[config.mk]
export PLATFORM = sky130hd
export DESIGN_NAME = bms_seq
export DESIGN_NICKNAME = d
export VERILOG_FILES = /design/src/rtl/bms_pkg.sv /design/src/rtl/bms_regs.sv /design/src/rtl/bms_flags.sv /design/src/rtl/bms_fsm.sv /design/src/rtl/bms_seq.sv
export SDC_FILE = /design/constraint.sdc
export NUM_CORES = 1
export LEC_CHECK = 0
export BUFFER_PORTS_ARGS = -buffer_cell sky130_fd_sc_hd__buf_2
export CAP_MARGIN = 20
export CORE_UTILIZATION = 25
export CTS_CLUSTER_DIAMETER = 50
export CTS_CLUSTER_SIZE = 24
export DETAILED_ROUTE_END_ITERATION = 16
export PLACE_DENSITY = 0.53
export SYNTH_ARGS = -nofsm -noshare
export SYNTH_HDL_FRONTEND = slang
export SYNTH_SLANG_ARGS = --single-unit
[constraint.sdc]
create_clock -name clk_i -period 2.1 [get_ports clk_i]
set_input_delay 0 -clock clk_i [delete_from_list [all_inputs] [get_ports clk_i]]
set_output_delay 0 -clock clk_i [all_outputs]
set_load 0.02 [all_outputs]
[src/rtl/bms_pkg.sv]
package bms_pkg;
  localparam logic [15:0] CTRL_KEEP = 16'hCF07;
  localparam int B_EN  = 15;
  localparam int B_MST = 10;
  localparam int B_TRX = 9;
  localparam int B_RPT = 2;
  localparam int B_STP = 1;
  localparam int B_STT = 0;

  localparam int F_NACK  = 0;
  localparam int F_ARDY  = 1;
  localparam int F_RRDY  = 2;
  localparam int F_XRDY  = 3;
  localparam int N_FLAGS = 4;

  typedef enum logic [1:0] {
    OP_START = 2'd0,
    OP_SEND  = 2'd1,
    OP_RECV  = 2'd2,
    OP_STOP  = 2'd3
  } op_kind_e;

  typedef enum logic [2:0] {
    S_IDLE, S_START, S_RUN, S_SEND, S_RECV, S_STOP, S_HOLD
  } seq_state_e;

  typedef struct packed {
    logic clr_stt;
    logic clr_stp;
    logic clr_mst;
    logic cnt_dec;
    logic cnt_load;
  } reg_upd_t;
endpackage

[src/rtl/bms_regs.sv]
module bms_regs
  import bms_pkg::*;
#(
  parameter int CNT_W = 16,
  parameter int TAR_W = 10
) (
  input  logic             clk_i,
  input  logic             rst_ni,
  input  logic             soft_rst_i,
  input  logic             ctrl_we_i,
  input  logic [15:0]      ctrl_wdata_i,
  input  logic             tar_we_i,
  input  logic [TAR_W-1:0] tar_wdata_i,
  input  logic             cnt_we_i,
  input  logic [CNT_W-1:0] cnt_wdata_i,
  input  reg_upd_t         upd_i,
  output logic [15:0]      ctrl_o,
  output logic [TAR_W-1:0] tar_o,
  output logic [CNT_W-1:0] prog_o,
  output logic [CNT_W-1:0] work_o
);
  logic [15:0] clr_mask;

  always_comb begin
    clr_mask = '1;
    if (upd_i.clr_stt) clr_mask[B_STT] = 1'b0;
    if (upd_i.clr_stp) clr_mask[B_STP] = 1'b0;
    if (upd_i.clr_mst) clr_mask[B_MST] = 1'b0;
  end

  // host write wins over sequencer bit clears in the same cycle
  always_ff @(posedge clk_i or negedge rst_ni) begin
    if (!rst_ni)         ctrl_o <= '0;
    else if (soft_rst_i) ctrl_o <= '0;
    else if (ctrl_we_i)  ctrl_o <= ctrl_wdata_i & CTRL_KEEP;
    else                 ctrl_o <= ctrl_o & clr_mask;
  end

  always_ff @(posedge clk_i or negedge rst_ni) begin
    if (!rst_ni) begin
      tar_o  <= '0;
      prog_o <= '0;
    end else if (soft_rst_i) begin
      tar_o  <= '0;
      prog_o <= '0;
    end else begin
      if (tar_we_i) tar_o  <= tar_wdata_i;
      if (cnt_we_i) prog_o <= cnt_wdata_i;
    end
  end

  always_ff @(posedge clk_i or negedge rst_ni) begin
    if (!rst_ni)             work_o <= '0;
    else if (soft_rst_i)     work_o <= '0;
    else if (upd_i.cnt_load) work_o <= prog_o;
    else if (upd_i.cnt_dec)  work_o <= work_o - 1'b1;
  end
endmodule

[src/rtl/bms_flags.sv]
module bms_flags #(
  parameter int N = 4
) (
  input  logic         clk_i,
  input  logic         rst_ni,
  input  logic         soft_rst_i,
  input  logic [N-1:0] set_i,
  input  logic [N-1:0] clr_i,
  output logic [N-1:0] flags_o
);
  for (genvar i = 0; i < N; i++) begin : g_flag
    always_ff @(posedge clk_i or negedge rst_ni) begin
      if (!rst_ni)         flags_o[i] <= 1'b0;
      else if (soft_rst_i) flags_o[i] <= 1'b0;
      else if (set_i[i])   flags_o[i] <= 1'b1;
      else if (clr_i[i])   flags_o[i] <= 1'b0;
    end
  end
endmodule

[src/rtl/bms_fsm.sv]
module bms_fsm
  import bms_pkg::*;
#(
  parameter int BUF_DEPTH = 4,
  parameter int LVL_W     = $clog2(BUF_DEPTH + 1)
) (
  input  logic               clk_i,
  input  logic               rst_ni,
  input  logic               soft_rst_i,
  input  logic               en_i,
  input  logic               mst_i,
  input  logic               trx_i,
  input  logic               rpt_i,
  input  logic               stp_i,
  input  logic               stt_i,
  input  logic               cnt_zero_i,
  input  logic               txb_avail_i,
  input  logic [LVL_W-1:0]   rxb_level_i,
  input  logic               op_ready_i,
  input  logic               op_ack_i,
  output logic               op_valid_o,
  output op_kind_e           op_kind_o,
  output logic               txb_pop_o,
  output logic               rxb_push_o,
  output reg_upd_t           upd_o,
  output logic [N_FLAGS-1:0] flag_set_o,
  output logic               busy_o
);
  seq_state_e state, nxt;
  logic rx_full;
  logic start_req;

  assign rx_full   = rxb_level_i >= LVL_W'(BUF_DEPTH);
  assign start_req = en_i && mst_i && stt_i;

  always_comb begin
    nxt        = state;
    upd_o      = '0;
    flag_set_o = '0;
    txb_pop_o  = 1'b0;
    rxb_push_o = 1'b0;
    unique case (state)
      S_IDLE: if (start_req) begin
        nxt = S_START;
        upd_o.clr_stt  = 1'b1;
        upd_o.cnt_load = 1'b1;
      end
      S_START: if (op_ready_i) begin
        if (op_ack_i) nxt = S_RUN;
        else begin
          flag_set_o[F_NACK] = 1'b1;
          upd_o.clr_stp = 1'b1;
          nxt = S_IDLE;
        end
      end
      S_RUN: begin
        if (rpt_i) begin
          if (stp_i) nxt = S_STOP;
          else if (trx_i) begin
            if (txb_avail_i) nxt = S_SEND;
            else flag_set_o[F_XRDY] = 1'b1;
          end else if (!rx_full) nxt = S_RECV;
          else flag_set_o[F_RRDY] = 1'b1;
        end else if (cnt_zero_i) begin
          if (stp_i) nxt = S_STOP;
          else begin
            flag_set_o[F_ARDY] = 1'b1;
            upd_o.clr_mst = 1'b1;
            nxt = S_HOLD;
          end
        end else if (trx_i) begin
          if (txb_avail_i) nxt = S_SEND;
          else flag_set_o[F_XRDY] = 1'b1;
        end else if (!rx_full) nxt = S_RECV;
      end
      S_SEND: if (op_ready_i) begin
        txb_pop_o     = 1'b1;
        upd_o.cnt_dec = !rpt_i;
        if (!op_ack_i) begin
          flag_set_o[F_NACK] = 1'b1;
          upd_o.clr_stp = 1'b1;
          nxt = S_HOLD;
        end else nxt = S_RUN;
      end
      S_RECV: if (op_ready_i) begin
        rxb_push_o          = 1'b1;
        flag_set_o[F_RRDY]  = 1'b1;
        upd_o.cnt_dec       = !rpt_i;
        nxt = S_RUN;
      end
      S_STOP: if (op_ready_i) begin
        upd_o.clr_stp  = 1'b1;
        upd_o.cnt_load = 1'b1;
        nxt = S_IDLE;
      end
      S_HOLD: begin
        if (start_req) begin
          nxt = S_START;
          upd_o.clr_stt  = 1'b1;
          upd_o.cnt_load = 1'b1;
        end else if (stp_i) nxt = S_STOP;
      end
      default: nxt = S_IDLE;
    endcase
  end

  always_ff @(posedge clk_i or negedge rst_ni) begin
    if (!rst_ni)         state <= S_IDLE;
    else if (soft_rst_i) state <= S_IDLE;
    else                 state <= nxt;
  end

  always_comb begin
    op_valid_o = 1'b1;
    op_kind_o  = OP_START;
    unique case (state)
      S_START: op_kind_o = OP_START;
      S_SEND:  op_kind_o = OP_SEND;
      S_RECV:  op_kind_o = OP_RECV;
      S_STOP:  op_kind_o = OP_STOP;
      default: op_valid_o = 1'b0;
    endcase
  end

  assign busy_o = state != S_IDLE;

  a_r12_op_hold: assert property (@(posedge clk_i) disable iff (!rst_ni)
    (op_valid_o && !op_ready_i && !soft_rst_i) |=> (op_valid_o && $stable(op_kind_o)));
  a_r12_no_pop_empty: assert property (@(posedge clk_i) disable iff (!rst_ni)
    txb_pop_o |-> txb_avail_i);
  a_r12_no_push_full: assert property (@(posedge clk_i) disable iff (!rst_ni)
    rxb_push_o |-> (rxb_level_i < LVL_W'(BUF_DEPTH)));
  a_r5_count_guard: assert property (@(posedge clk_i) disable iff (!rst_ni)
    (op_valid_o && op_kind_o == OP_SEND && !rpt_i) |-> !cnt_zero_i);
endmodule

[src/rtl/bms_seq.sv]
module bms_seq
  import bms_pkg::*;
#(
  parameter int CNT_W     = 16,
  parameter int TAR_W     = 10,
  parameter int BUF_DEPTH = 4,
  localparam int LVL_W    = $clog2(BUF_DEPTH + 1)
) (
  input  logic               clk_i,
  input  logic               rst_ni,
  input  logic               ctrl_we_i,
  input  logic [15:0]        ctrl_wdata_i,
  input  logic               tar_we_i,
  input  logic [TAR_W-1:0]   tar_wdata_i,
  input  logic               cnt_we_i,
  input  logic [CNT_W-1:0]   cnt_wdata_i,
  input  logic [N_FLAGS-1:0] flag_clr_i,
  output logic [15:0]        ctrl_o,
  output logic [TAR_W-1:0]   tar_o,
  output logic [CNT_W-1:0]   cnt_o,
  output logic [N_FLAGS-1:0] flags_o,
  output logic               busy_o,
  output logic               op_valid_o,
  output logic [1:0]         op_kind_o,
  output logic [TAR_W-1:0]   op_tar_o,
  output logic               op_rd_o,
  output logic [7:0]         op_wdata_o,
  input  logic               op_ready_i,
  input  logic               op_ack_i,
  input  logic [7:0]         op_rdata_i,
  input  logic               txb_avail_i,
  input  logic [7:0]         txb_data_i,
  output logic               txb_pop_o,
  input  logic [LVL_W-1:0]   rxb_level_i,
  output logic               rxb_push_o,
  output logic [7:0]         rxb_data_o
);
  logic               soft_rst;
  reg_upd_t           upd;
  logic [CNT_W-1:0]   prog;
  logic [N_FLAGS-1:0] fset;
  op_kind_e           kind;

  assign soft_rst = ctrl_we_i && !ctrl_wdata_i[B_EN];

  bms_regs #(.CNT_W(CNT_W), .TAR_W(TAR_W)) u_regs (
    .clk_i, .rst_ni,
    .soft_rst_i   (soft_rst),
    .ctrl_we_i, .ctrl_wdata_i,
    .tar_we_i, .tar_wdata_i,
    .cnt_we_i, .cnt_wdata_i,
    .upd_i        (upd),
    .ctrl_o,
    .tar_o,
    .prog_o       (prog),
    .work_o       (cnt_o)
  );

  bms_fsm #(.BUF_DEPTH(BUF_DEPTH), .LVL_W(LVL_W)) u_fsm (
    .clk_i, .rst_ni,
    .soft_rst_i   (soft_rst),
    .en_i         (ctrl_o[B_EN]),
    .mst_i        (ctrl_o[B_MST]),
    .trx_i        (ctrl_o[B_TRX]),
    .rpt_i        (ctrl_o[B_RPT]),
    .stp_i        (ctrl_o[B_STP]),
    .stt_i        (ctrl_o[B_STT]),
    .cnt_zero_i   (cnt_o == '0),
    .txb_avail_i,
    .rxb_level_i,
    .op_ready_i,
    .op_ack_i,
    .op_valid_o,
    .op_kind_o    (kind),
    .txb_pop_o,
    .rxb_push_o,
    .upd_o        (upd),
    .flag_set_o   (fset),
    .busy_o
  );

  bms_flags #(.N(N_FLAGS)) u_flags (
    .clk_i, .rst_ni,
    .soft_rst_i   (soft_rst),
    .set_i        (fset),
    .clr_i        (flag_clr_i),
    .flags_o
  );

  assign op_kind_o  = kind;
  assign op_tar_o   = tar_o;
  assign op_rd_o    = !ctrl_o[B_TRX];
  assign op_wdata_o = txb_data_i;
  assign rxb_data_o = op_rdata_i;

  a_r10_send_nack: assert property (@(posedge clk_i) disable iff (!rst_ni)
    (op_valid_o && op_kind_o == OP_SEND && op_ready_i && !op_ack_i && !ctrl_we_i)
    |=> (flags_o[F_NACK] && !ctrl_o[B_STP] && busy_o));
  a_r7_stop_reload: assert property (@(posedge clk_i) disable iff (!rst_ni)
    (op_valid_o && op_kind_o == OP_STOP && op_ready_i && !ctrl_we_i && !cnt_we_i)
    |=> (cnt_o == prog && !busy_o));
endmodule

==> flow_summary_export.csv <==
group,metric,value,unit
route,antenna_left,0,
route,drc,0,
worst_setup_path,cp.arrival,2260,ps
worst_setup_path,crit_slowest_cell,"or4_4",
synthesis,ys_seq_area_share,43.5,%
hold_path,whs_path_depth,0,
route,vias,2957,
finish,seqCellArea,0.00145,sq mm
synthesis,synth-seq-cells,58,
floorplanning,dieArea,0.0138,sq mm
worst_setup_path,cp.required,2320,ps
finish,nFillCells,1338,
clocking,htreeDepth,3,
sta,fin_crit,2040,ps
floorplanning,fp.dieH,117,microns
route,finalWirelength,9200,microns
finish,antenna_cells,0,
finish,area_delta_synth_final,39.8,%
route,routedWlPerCell,14.1,microns
hold_path,hold_path_end,"op_wdata_o[4]",
finish,final_cells,654,
finish,post_route_cells_drive_above_1_share,31.3,%
floorplanning,start_util,26.0,%
finish,multi_input_area,0.00151,sq mm
placed_design,dp.cells,595,
synthesis,synth_area,0.00333,sq mm
worst_setup_path,worstPathMaxFanout,4,
placed_design,dp_hpwl,6370,microns
worst_setup_path,worst_setup_path_end_kind,"flip-flop",
pwr,total_power,0.00596,W
synthesis,dominantRegCellSynth,"dfrtp_1",
grt,grt_usage,14.0,%
sta,finalClockSkew,7.24,ps
clocking,clockRootBuffer,"clkbuf_16",
finish,post-route-util,36.4,%
clocking,clk_pin_slew_worst_paths,50,ps
floorplanning,coreArea,0.0128,sq mm
clocking,cts_sinks,58,
placed_design,place_congestion,0.796,
worst_setup_path,crit_type,"flip-flop to flip-flop",
grt,grt_pass1_wl,15300,microns
worst_setup_path,rr_worst_depth,4,
outcome,outcome,"complete, no violations",
placed_design,port_buffers,103,
worst_setup_path,path_cells,"or4_4, nor4b_4, nand4b_1, a32o_1",
flow_run,cap_violations,0,
sta,max-slew-margin-rel,46.3,%
sta,slew_violations,0,
finish,final_nets,551,
sta,hold_viol,0,
sta,worst_slew_pin_slew,805,ps
sta,rsz0062_at_grt,"yes",
pwr,peakVddDrop,0.000552,V
synthesis,synth_cells,354,
clocking,worstSkewPairLatency,330,ps
synthesis,synth_warnings,0,
grt,gr-total-overflow,0,
grt,grt_max_degree,59,
floorplanning,pin_count,152,
clocking,cts_buffer_depth,2,
sta,finalSetupViolCount,0,
synthesis,synth_edf_count,0,
worst_setup_path,crit_path_max_incr_delay,580,ps
clocking,cts_tree,"done",
synthesis,async_reset_ff_share,100,%
worst_setup_path,cp-start-kind,"flip-flop",
pwr,p_per_area,1280,mW/mm^2
route,drt_first_pass_iters,4,
route,drt_iter0_drc,156,
hold_path,hp-start,"txb_data_i[4]",
floorplanning,die-width,117,microns
sta,fin_crit_sh,97.1,%
worst_setup_path,reg2reg_from,"u_regs.work_o[9]",
floorplanning,num_rows,41,
synthesis,ys_types,47,
grt,first_global_vias,2990,
sta,max_freq,0.491,GHz
route,routed_via_density,4.52,
worst_setup_path,regToRegEndpoint,"u_regs.ctrl_o[10]",
clocking,numCtsBuffers,9,
hold_path,hp-class,"input port to primary output",
worst_setup_path,reg2reg_slack,60,ps
synthesis,syn-mean-instance-area,9.42,sq um
grt,antenna_found_initial,0,
pwr,leakage,2.33,nW
registers in the layout (all words and copies together) (netlist names):
register         count
u_fsm.state          3
u_regs.tar_o        10
u_regs.prog_o       16
u_regs.ctrl_o        9
u_flags.flags_o      4
u_regs.work_o       16
cell usage after synthesis, types with 3 or more instances:
library cell,number,area (sq um)
dfrtp_1,58,1450
buf_4,39,293
nor2_1,36,135
mux2i_1,27,270
o21ai_0,26,130
a21oi_1,22,110
nand2_1,19,71.3
clkbuf_1,18,67.6
nand2b_1,11,68.8
inv_1,10,37.5
xor2_1,10,87.6
nand3_1,7,35.0
nor3_1,6,30.0
nor2b_1,5,31.3
a31oi_1,4,25.0
and2_1,4,25.0
or3_1,4,25.0
xnor2_1,4,35.0
a21o_1,3,22.5
a22o_1,3,26.3
nand4_1,3,18.8
nand4b_1,3,26.3
worst max path at each step:
stage	slack, ps	start	end
global placement	70	u_regs.work_o[9]	u_flags.flags_o[3]
global route	-20	u_regs.work_o[9]	u_regs.ctrl_o[10]
detailed placement	60	u_regs.work_o[2]	u_regs.ctrl_o[10]
CTS	50	u_regs.work_o[9]	u_flags.flags_o[3]
floorplan	70	u_regs.work_o[2]	u_regs.ctrl_o[10]
finish	60	u_regs.work_o[9]	u_regs.ctrl_o[10]
cell usage in the layout (no fill, tap or decap), types with 2 or more instances in the layout:
cell type        n
nor4_1           2
o21ai_0         25
dlygate4sd3_1   41
or4_4            2
xor2_1          10
nor3_1           5
nand3_1          7
nand4b_1         3
conb_1           7
a21oi_1         21
clkbuf_8         2
buf_4           20
xnor2_1          4
nor2b_1          4
nand2_1         19
bufinv_16        3
a21o_1           3
mux2i_1         27
nand2b_1        11
a31oi_1          4
nand4_1          3
and2_1           4
inv_1           10
dfrtp_1         58
clkinv_2         2
a32o_1           2
o2111ai_1        2
nand3b_1         2
o211ai_1         2
clkbuf_16        9
a22o_1           3
and3_1           2
nor2_1          36
or3_1            4
buf_2          103
final cells by class:
type | count | area share (%)
multi-input cells | 233 | 32.4
flip-flops and latches | 58 | 31.1
repair buffers | 165 | 23.5
clock buffers | 11 | 5.42
well taps | 172 | 4.61
clock inverters | 5 | 2.15
inverters | 10 | 0.805
per-stage QoR:
step | TNS (ps) | worst slack [ps] | instance area (sq um) | hold slack [ps]
4_1_cts | 0 | 47.1 | 4630 | 0.137
6_report | 0 | 61.8 | 4660 | 0.00775
3_3_place_gp | 0 | 74.6 | 3870 | 0.137
2_1_floorplan | 0 | 67.2 | 3360 | -296
5_1_grt | -24.0 | -24.0 | 4660 | 0.0264
3_5_place_dp | 0 | 55.9 | 3870 | 0.137
kinds of logic after synthesis:
logic type / synth area share [%]
xor gates and xnor gates: 3.68
muxes: 8.11
DFF: 43.5
and+or+nand+nor: 17.6
buffers and inverters: 12.4
other: 0.112
AOI/OAI and AO/OA: 14.2
adders and majority gates: 0.375
routing by layer:
metal | vias to the layer above | track usage (%) | wire length, microns
met4 | 0 | 5.61 | 137
met3 | 10 | 3.10 | 400
li1 | 1427 | - | -
met5 | - | 0 | 0
met1 | 1440 | 17.3 | 4080
met2 | 80 | 23.6 | 4580
timing repair:
item,4_1_cts,5_1_grt
gates resized for setup,0,6
hold endpoints to repair,96,0
endpoints found under the setup margin,0,9
hold buffers,41,0
setup buffers,0,2
critical path, delay by kind of cell (launching register included):
| family | cells | cell delay (ps) |
|---|---|---|
| and+or+nand+nor | 3 | 1220 |
| DFF | 1 | 390 |
| AOI/OAI and AO/OA | 1 | 310 |
power breakdown:
part / internal [W] / switching (W)
combinational: 0.00116 / 0.00146
clock: 0.00122 / 0.000523
sequential: 0.00135 / 0.000244
Note: power is estimated with default switching activity, not from simulation.
